--- src/rtl/seg_pkt_pkg.sv ---
package seg_pkt_pkg;
  localparam int unsigned BYTE_W = 8;
  localparam logic [BYTE_W-1:0] CRC_POLY = 8'h07;

  typedef enum logic [2:0] {
    S_IDLE, S_HDR, S_HCRC, S_DAT, S_DCRC, S_TAIL, S_DONE
  } seg_state_e;

  typedef enum logic [1:0] {
    SRC_HDR, SRC_DAT, SRC_CRC
  } seg_src_e;

  // next packet element after s; hz/dz: segment lengths are zero
  function automatic seg_state_e seg_after(seg_state_e s, logic hz, logic dz,
                                           logic hc, logic dc);
    if (s == S_IDLE) begin
      if (hz && dz) return S_DONE;
      if (!hz) return S_HDR;
    end
    if ((s == S_IDLE || s == S_HDR) && hc) return S_HCRC;
    if ((s == S_IDLE || s == S_HDR || s == S_HCRC) && !dz) return S_DAT;
    if ((s == S_IDLE || s == S_HDR || s == S_HCRC || s == S_DAT) && dc) return S_DCRC;
    return S_TAIL;
  endfunction
endpackage

--- src/rtl/seg_crc_acc.sv ---
module seg_crc_acc #(
  parameter int unsigned W = 8,
  parameter logic [W-1:0] POLY = 8'h07
) (
  input  logic         clk_i,
  input  logic         rst_ni,
  input  logic         clr_i,
  input  logic         en_i,
  input  logic [W-1:0] byte_i,
  output logic [W-1:0] crc_o
);
  logic [W-1:0] crc_q;
  logic [W-1:0] chain [W+1];

  assign chain[0] = crc_q;

  // one shift stage per input bit, lsb first
  for (genvar g = 0; g < W; g++) begin : g_bit
    logic fb;
    assign fb = chain[g][W-1] ^ byte_i[g];
    assign chain[g+1] = {chain[g][W-2:0], 1'b0} ^ ({W{fb}} & POLY);
  end

  always_ff @(posedge clk_i or negedge rst_ni) begin
    if (!rst_ni)     crc_q <= '0;
    else if (clr_i)  crc_q <= '0;
    else if (en_i)   crc_q <= chain[W];
  end

  assign crc_o = crc_q;
endmodule

--- src/rtl/seg_out_stage.sv ---
module seg_out_stage #(
  parameter int unsigned W = 8
) (
  input  logic         clk_i,
  input  logic         rst_ni,
  input  logic         ld_i,
  input  logic [W-1:0] byte_i,
  input  logic         last_i,
  input  logic         ready_i,
  output logic         valid_o,
  output logic [W-1:0] byte_o,
  output logic         eop_o,
  output logic         free_o
);
  assign free_o = !valid_o || ready_i;

  always_ff @(posedge clk_i or negedge rst_ni) begin
    if (!rst_ni) begin
      valid_o <= 1'b0;
      byte_o  <= '0;
      eop_o   <= 1'b0;
    end else if (ld_i) begin
      valid_o <= 1'b1;
      byte_o  <= byte_i;
      eop_o   <= last_i;
    end else if (ready_i) begin
      valid_o <= 1'b0;
    end
  end
endmodule

--- src/rtl/seg_pkt_ctrl.sv ---
module seg_pkt_ctrl
  import seg_pkt_pkg::*;
#(
  parameter int unsigned HLEN_W = 8,
  parameter int unsigned DLEN_W = 24
) (
  input  logic              clk_i,
  input  logic              rst_ni,
  input  logic              desc_valid_i,
  output logic              desc_ready_o,
  input  logic [HLEN_W-1:0] desc_hlen_i,
  input  logic [DLEN_W-1:0] desc_dlen_i,
  input  logic              desc_hcrc_i,
  input  logic              desc_dcrc_i,
  input  logic [HLEN_W-1:0] desc_skip_i,
  output logic              hdr_req_o,
  output logic [HLEN_W-1:0] hdr_idx_o,
  input  logic              hdr_ack_i,
  output logic              dat_req_o,
  output logic [DLEN_W-1:0] dat_idx_o,
  input  logic              dat_ack_i,
  input  logic              out_free_i,
  input  logic              out_hs_i,
  output logic              ld_o,
  output logic              last_o,
  output seg_src_e          src_o,
  output logic              crc_en_o,
  output logic              crc_clr_o,
  output logic              done_o
);
  seg_state_e        st_q, st_d, succ;
  logic [HLEN_W-1:0] hlen_q, skip_q;
  logic [DLEN_W-1:0] dlen_q, idx_q, idx_d;
  logic              hc_q, dc_q;
  logic              h_last, d_last;

  assign succ   = seg_after(st_q, hlen_q == '0, dlen_q == '0, hc_q, dc_q);
  assign h_last = idx_q[HLEN_W-1:0] == hlen_q - HLEN_W'(1);
  assign d_last = idx_q == dlen_q - DLEN_W'(1);

  assign hdr_idx_o = idx_q[HLEN_W-1:0];
  assign dat_idx_o = idx_q;

  always_comb begin
    st_d         = st_q;
    idx_d        = idx_q;
    desc_ready_o = 1'b0;
    hdr_req_o    = 1'b0;
    dat_req_o    = 1'b0;
    ld_o         = 1'b0;
    last_o       = 1'b0;
    src_o        = SRC_CRC;
    crc_en_o     = 1'b0;
    crc_clr_o    = 1'b0;
    done_o       = 1'b0;
    unique case (st_q)
      S_IDLE: begin
        desc_ready_o = 1'b1;
        if (desc_valid_i) begin
          st_d      = seg_after(S_IDLE, desc_hlen_i == '0, desc_dlen_i == '0,
                                desc_hcrc_i, desc_dcrc_i);
          idx_d     = '0;
          crc_clr_o = 1'b1;
        end
      end
      S_HDR: begin
        hdr_req_o = out_free_i;
        src_o     = SRC_HDR;
        if (hdr_req_o && hdr_ack_i) begin
          ld_o     = 1'b1;
          crc_en_o = idx_q[HLEN_W-1:0] >= skip_q;
          last_o   = h_last && (succ == S_TAIL);
          if (h_last) begin
            st_d  = succ;
            idx_d = '0;
          end else begin
            idx_d = idx_q + DLEN_W'(1);
          end
        end
      end
      S_DAT: begin
        dat_req_o = out_free_i;
        src_o     = SRC_DAT;
        if (dat_req_o && dat_ack_i) begin
          ld_o     = 1'b1;
          crc_en_o = 1'b1;
          last_o   = d_last && (succ == S_TAIL);
          if (d_last) begin
            st_d  = succ;
            idx_d = '0;
          end else begin
            idx_d = idx_q + DLEN_W'(1);
          end
        end
      end
      S_HCRC, S_DCRC: begin
        if (out_free_i) begin
          ld_o   = 1'b1;
          last_o = succ == S_TAIL;
          st_d   = succ;
        end
      end
      S_TAIL: if (out_hs_i) st_d = S_DONE;
      S_DONE: begin
        done_o = 1'b1;
        st_d   = S_IDLE;
      end
      default: st_d = S_IDLE;
    endcase
    // data CRC starts from zero whatever came before it
    if (st_d != st_q && (st_d == S_DAT || (st_d == S_DCRC && st_q != S_DAT)))
      crc_clr_o = 1'b1;
  end

  always_ff @(posedge clk_i or negedge rst_ni) begin
    if (!rst_ni) begin
      st_q   <= S_IDLE;
      idx_q  <= '0;
      hlen_q <= '0;
      dlen_q <= '0;
      skip_q <= '0;
      hc_q   <= 1'b0;
      dc_q   <= 1'b0;
    end else begin
      st_q  <= st_d;
      idx_q <= idx_d;
      if (desc_ready_o && desc_valid_i) begin
        hlen_q <= desc_hlen_i;
        dlen_q <= desc_dlen_i;
        skip_q <= desc_skip_i;
        hc_q   <= desc_hcrc_i;
        dc_q   <= desc_dcrc_i;
      end
    end
  end
endmodule

--- src/rtl/seg_pkt_asm.sv ---
module seg_pkt_asm
  import seg_pkt_pkg::*;
#(
  parameter int unsigned HLEN_W = 8,
  parameter int unsigned DLEN_W = 24
) (
  input  logic              clk_i,
  input  logic              rst_ni,
  input  logic              desc_valid_i,
  output logic              desc_ready_o,
  input  logic [HLEN_W-1:0] desc_hlen_i,
  input  logic [DLEN_W-1:0] desc_dlen_i,
  input  logic              desc_hcrc_i,
  input  logic              desc_dcrc_i,
  input  logic [HLEN_W-1:0] desc_skip_i,
  output logic              hdr_req_o,
  output logic [HLEN_W-1:0] hdr_idx_o,
  input  logic              hdr_ack_i,
  input  logic [7:0]        hdr_byte_i,
  output logic              dat_req_o,
  output logic [DLEN_W-1:0] dat_idx_o,
  input  logic              dat_ack_i,
  input  logic [7:0]        dat_byte_i,
  output logic              out_valid_o,
  output logic [7:0]        out_byte_o,
  output logic              out_eop_o,
  input  logic              out_ready_i,
  output logic              done_o
);
  logic              out_free, out_hs;
  logic              ld, last, crc_en, crc_clr;
  seg_src_e          src;
  logic [BYTE_W-1:0] ld_byte, crc;

  assign out_hs = out_valid_o && out_ready_i;

  seg_pkt_ctrl #(.HLEN_W(HLEN_W), .DLEN_W(DLEN_W)) u_ctrl (
    .clk_i, .rst_ni,
    .desc_valid_i, .desc_ready_o, .desc_hlen_i, .desc_dlen_i,
    .desc_hcrc_i, .desc_dcrc_i, .desc_skip_i,
    .hdr_req_o, .hdr_idx_o, .hdr_ack_i,
    .dat_req_o, .dat_idx_o, .dat_ack_i,
    .out_free_i (out_free),
    .out_hs_i   (out_hs),
    .ld_o       (ld),
    .last_o     (last),
    .src_o      (src),
    .crc_en_o   (crc_en),
    .crc_clr_o  (crc_clr),
    .done_o
  );

  always_comb begin
    unique case (src)
      SRC_HDR: ld_byte = hdr_byte_i;
      SRC_DAT: ld_byte = dat_byte_i;
      default: ld_byte = crc;
    endcase
  end

  seg_crc_acc #(.W(BYTE_W), .POLY(CRC_POLY)) u_crc (
    .clk_i, .rst_ni,
    .clr_i  (crc_clr),
    .en_i   (crc_en),
    .byte_i (ld_byte),
    .crc_o  (crc)
  );

  seg_out_stage #(.W(BYTE_W)) u_out (
    .clk_i, .rst_ni,
    .ld_i    (ld),
    .byte_i  (ld_byte),
    .last_i  (last),
    .ready_i (out_ready_i),
    .valid_o (out_valid_o),
    .byte_o  (out_byte_o),
    .eop_o   (out_eop_o),
    .free_o  (out_free)
  );
endmodule

--- config.mk ---
export PLATFORM = sky130hd
export DESIGN_NAME = seg_pkt_asm
export DESIGN_NICKNAME = d
export VERILOG_FILES = /design/src/rtl/seg_pkt_pkg.sv /design/src/rtl/seg_crc_acc.sv /design/src/rtl/seg_out_stage.sv /design/src/rtl/seg_pkt_ctrl.sv /design/src/rtl/seg_pkt_asm.sv
export SDC_FILE = /design/constraint.sdc
export NUM_CORES = 1
export LEC_CHECK = 0
export BUFFER_PORTS_ARGS = -buffer_cell sky130_fd_sc_hd__buf_2
export CORE_MARGIN = 2
export CORE_UTILIZATION = 63
export CTS_BUF_LIST = sky130_fd_sc_hd__clkbuf_8
export DETAILED_ROUTE_END_ITERATION = 16
export PLACE_DENSITY = 0.95
export SLEW_MARGIN = 20
export SYNTH_ARGS = -nofsm -noshare
export SYNTH_HDL_FRONTEND = slang
export SYNTH_SLANG_ARGS = --single-unit
--- constraint.sdc ---
create_clock -name clk_i -period 8.5 [get_ports clk_i]
set_clock_uncertainty 0.05 [all_clocks]
set_input_delay 0.425 -clock clk_i [delete_from_list [all_inputs] [get_ports clk_i]]
set_output_delay 0.425 -clock clk_i [all_outputs]
set_load 0.1 [all_outputs]
==> summary.md <==
| Metric | Value |
|---|---|
| Core Box Area | `9150 sq um` |
| Area leader, netlist | `dfrtp_1` |
| DRC | `0` |
| DP Worst Slack | `4900 ps` |
| DIE HEIGHT | `101 um` |
| Vias in the first global route | `5,002` |
| Slew of the pin with the lowest slew margin | `1010 ps` |
| Crit Path Class | `flop to flop` |
| Initial DRC count | `331` |
| Total GRT Usage | `0.307` |
| Relative slew margins | `0.322` |
| P_sw | `1140 uW` |
| Clock transition at path regs | `100 ps` |
| Yosys warnings | `0` |
| Initial Utilization | `0.643` |
| Max clock buf depth | `2` |
| # H-tree levels | `3` |
| CP Launch Type | `flop` |
| Setup Buffers After CTS | `0` |
| Max Fclk | `0.268 GHz` |
| MaxCap Viol Count | `0` |
| Combinational share of power | `0.540` |
| Layout Nets | `801` |
| Sw Share | `0.506` |
| Cell Rows | `35` |
| P_leak | `0.00301 uW` |
| Fin crit period | `3730 ps` |
| Most frequent cells after synthesis | `87 x dfrtp_1, 65 x nor2_1, 57 x nand2_1, 51 x xnor2_1, 39 x mux2_2` |
| Netlist cell types | `73` |
| Clock share of power | `0.123` |
| Largest net degree at the start of global routing | `88` |
| N_diodes | `0` |
| GRT overflow | `0` |
| Peak VDD IR | `321 uV` |
| Tcrit/Tclk final | `0.439` |
| Initial antenna violation count | `0` |
| IO Port Bufs | `109` |
| DP Wirelength | `11,400 um` |
| Seq pwr share | `0.337` |
| Most frequent cell after synthesis | `dfrtp_1` |
| DRT Pass-1 Iters | `5` |
| PostCTS Resize Cnt | `0` |
| Final hold vios | `0` |
| Final Slew Violations | `0` |
| Pwr per Cell Area | `344 nW/um^2` |
| Detailed Route WL | `15,100 um` |
| Total power | `2260 uW` |
| Syn nets | `717` |
| Post-DR wirelength/cell | `17.9 um` |
| Clk_lat worst skew | `370 ps` |
| Via count | `5,282` |
| CTS Hold Bufs | `0` |
| Final worst setup slack | `4770 ps` |
| GP Congestion | `0.988` |
| Layout Area Growth over Synthesis | `11.7%` |
| CP max FO | `21` |
| Sequential share of the synthesized area | `0.370` |
| Mapped Avg Cell Area | `9.18 sq um` |
| RSZ-0062 raised after global routing | `no` |
| Final core occ | `0.718` |
| CTS Buf Count | `9` |
| DR vias/cell | `6.28` |
| Ports | `110` |
| Global-route wire length before repair | `24,500 um` |
| WHS | `42.1 ps` |
| Status | `finished clean` |
| CTS Sinks | `87` |
| Detail Route Antenna Nets | `0` |
| Root Buffer | `clkbuf_8` |
| Hold Crit Class | `input port to async pin` |
| Share of cells above drive strength 1 | `0.251` |
| Netlist Area Pre-Place | `5890 sq um` |
| Internal cell power | `1120 uW` |
| Final Setup Violations | `0` |
| Yosys reg bits | `87` |
| CP Capture Type | `flop` |
| Synth top area cells | `dfrtp_1 37%, xnor2_1 7.6%, mux2_2 7.5%` |
| Critical Path RT | `8660 ps` |
| Synth async-reset ratio | `1.00` |
| Die W | `101 um` |
| Die area | `10,100 sq um` |
| Crit path arrival time | `3890 ps` |
| Post-Syn Instances | `641` |
| Setup_tns | `0 ps` |
| Post-synth EDFFs | `0` |
| Top cell type's share of synthesized area | `0.370` |
| TritonCTS clock tree | `built` |
| Main flop type after synthesis | `dfrtp_1` |
logic make-up after synthesis:
group                    count (synthesis)  synth area share
AND/OR/NAND/NOR                        251             0.223
AO/OA/AOI/OAI                          107             0.125
flip-flops                              87             0.370
XOR/XNOR                                77             0.119
buffers and inverters                   59            0.0470
multiplexers                            48            0.0899
adder cells (fa/ha/maj)                 12            0.0255
cell usage in the layout, fill, tap and decap left out, drive strengths merged, types with 3 or more instances in the layout:
cell	Yosys	final
clkinv	0	3
and2	5	5
nor2b	13	13
nand2b	7	7
nor2	65	65
a21oi	14	14
a21o	3	3
inv	22	26
nand2	57	57
nor3b	6	6
o21bai	3	3
o211ai	5	5
or4	8	8
and3	8	8
o21a	5	5
clkbuf	23	9
o2111ai	4	4
nand3b	4	4
o21ai	36	36
nor3	16	16
or2	4	4
and4	5	5
nand4	10	10
nor4	18	18
ha	12	12
or3	6	6
mux2	39	39
mux2i	9	9
buf	14	110
xor2	24	24
xnor2	51	51
dfrtp	87	87
a31oi	6	6
nand3	12	12
final timing paths:
kind	slack, ps	cells past startpoint	end	startpoint
max in group asynchronous	7780	1	u_ctrl.hlen_q[5]$_DFFE_PN0P_	rst_ni
min	40	1	u_ctrl.dlen_q[8]$_DFFE_PN0P_	rst_ni
min in group clk_i	190	3	u_ctrl.skip_q[2]$_DFFE_PN0P_	desc_skip_i[2]
min reg2reg	440	2	u_out.byte_o[1]$_DFFE_PN0P_	u_out.byte_o[1]$_DFFE_PN0P_
max reg2reg	4770	8	u_ctrl.dat_idx_o[4]$_DFFE_PN0P_	u_ctrl.dlen_q[12]$_DFFE_PN0P_
max	4770	8	u_ctrl.dat_idx_o[4]$_DFFE_PN0P_	u_ctrl.dlen_q[12]$_DFFE_PN0P_
power groups by stage:
stage	clock (uW)	sequential, uW	combinational, uW
after CTS	280	756	1220
after global placement	0	746	1170
after detailed placement	0	763	1210
after global routing	296	785	1320
final	278	762	1220
after floorplan	0	883	856
flip-flops by register name (all words and copies together) (netlist names):
signal            cells
u_ctrl.dat_idx_o     24
u_ctrl.dlen_q        24
u_crc.crc_o           8
u_ctrl.hlen_q         8
u_ctrl.skip_q         8
u_out.byte_o          8
u_ctrl.st_q           3
u_ctrl.dc_q           1
u_ctrl.hc_q           1
u_out.eop_o           1
u_out.valid_o         1
cell type report:
cell class | instances | area (sq um)
fillers | 684 | 2580
clock inverters | 7 | 53.8
multi-input cells | 495 | 3440
flip-flops and latches | 87 | 2180
inverters | 22 | 82.6
clock buffers | 9 | 124
repair buffers | 110 | 559
well taps | 111 | 139
metrics by stage:
| step | instances | cell area (sq um) |
|---|---|---|
| after floorplan | 641 | 5890 |
| after global placement | 825 | 6390 |
| after detailed placement | 825 | 6390 |
| after CTS | 841 | 6570 |
| after global routing | 841 | 6580 |
| final | 841 | 6580 |
worst max-delay path, stage by stage (launching register included):
cell and delay, ps:
dfrtp_1 450, or4_1 660, nor2b_1 460, and4_1 270
o2111ai_1 160, a2111oi_4 390, nand4_2 200, a21oi_2 780
nor2_1 140
layer usage:
metal,track usage,wire (um)
met3,0.0485,991
met1,0.392,6030
met5,0,0
met2,0.511,7540
met4,0.143,490
Note: power is estimated with default switching activity, not from simulation.
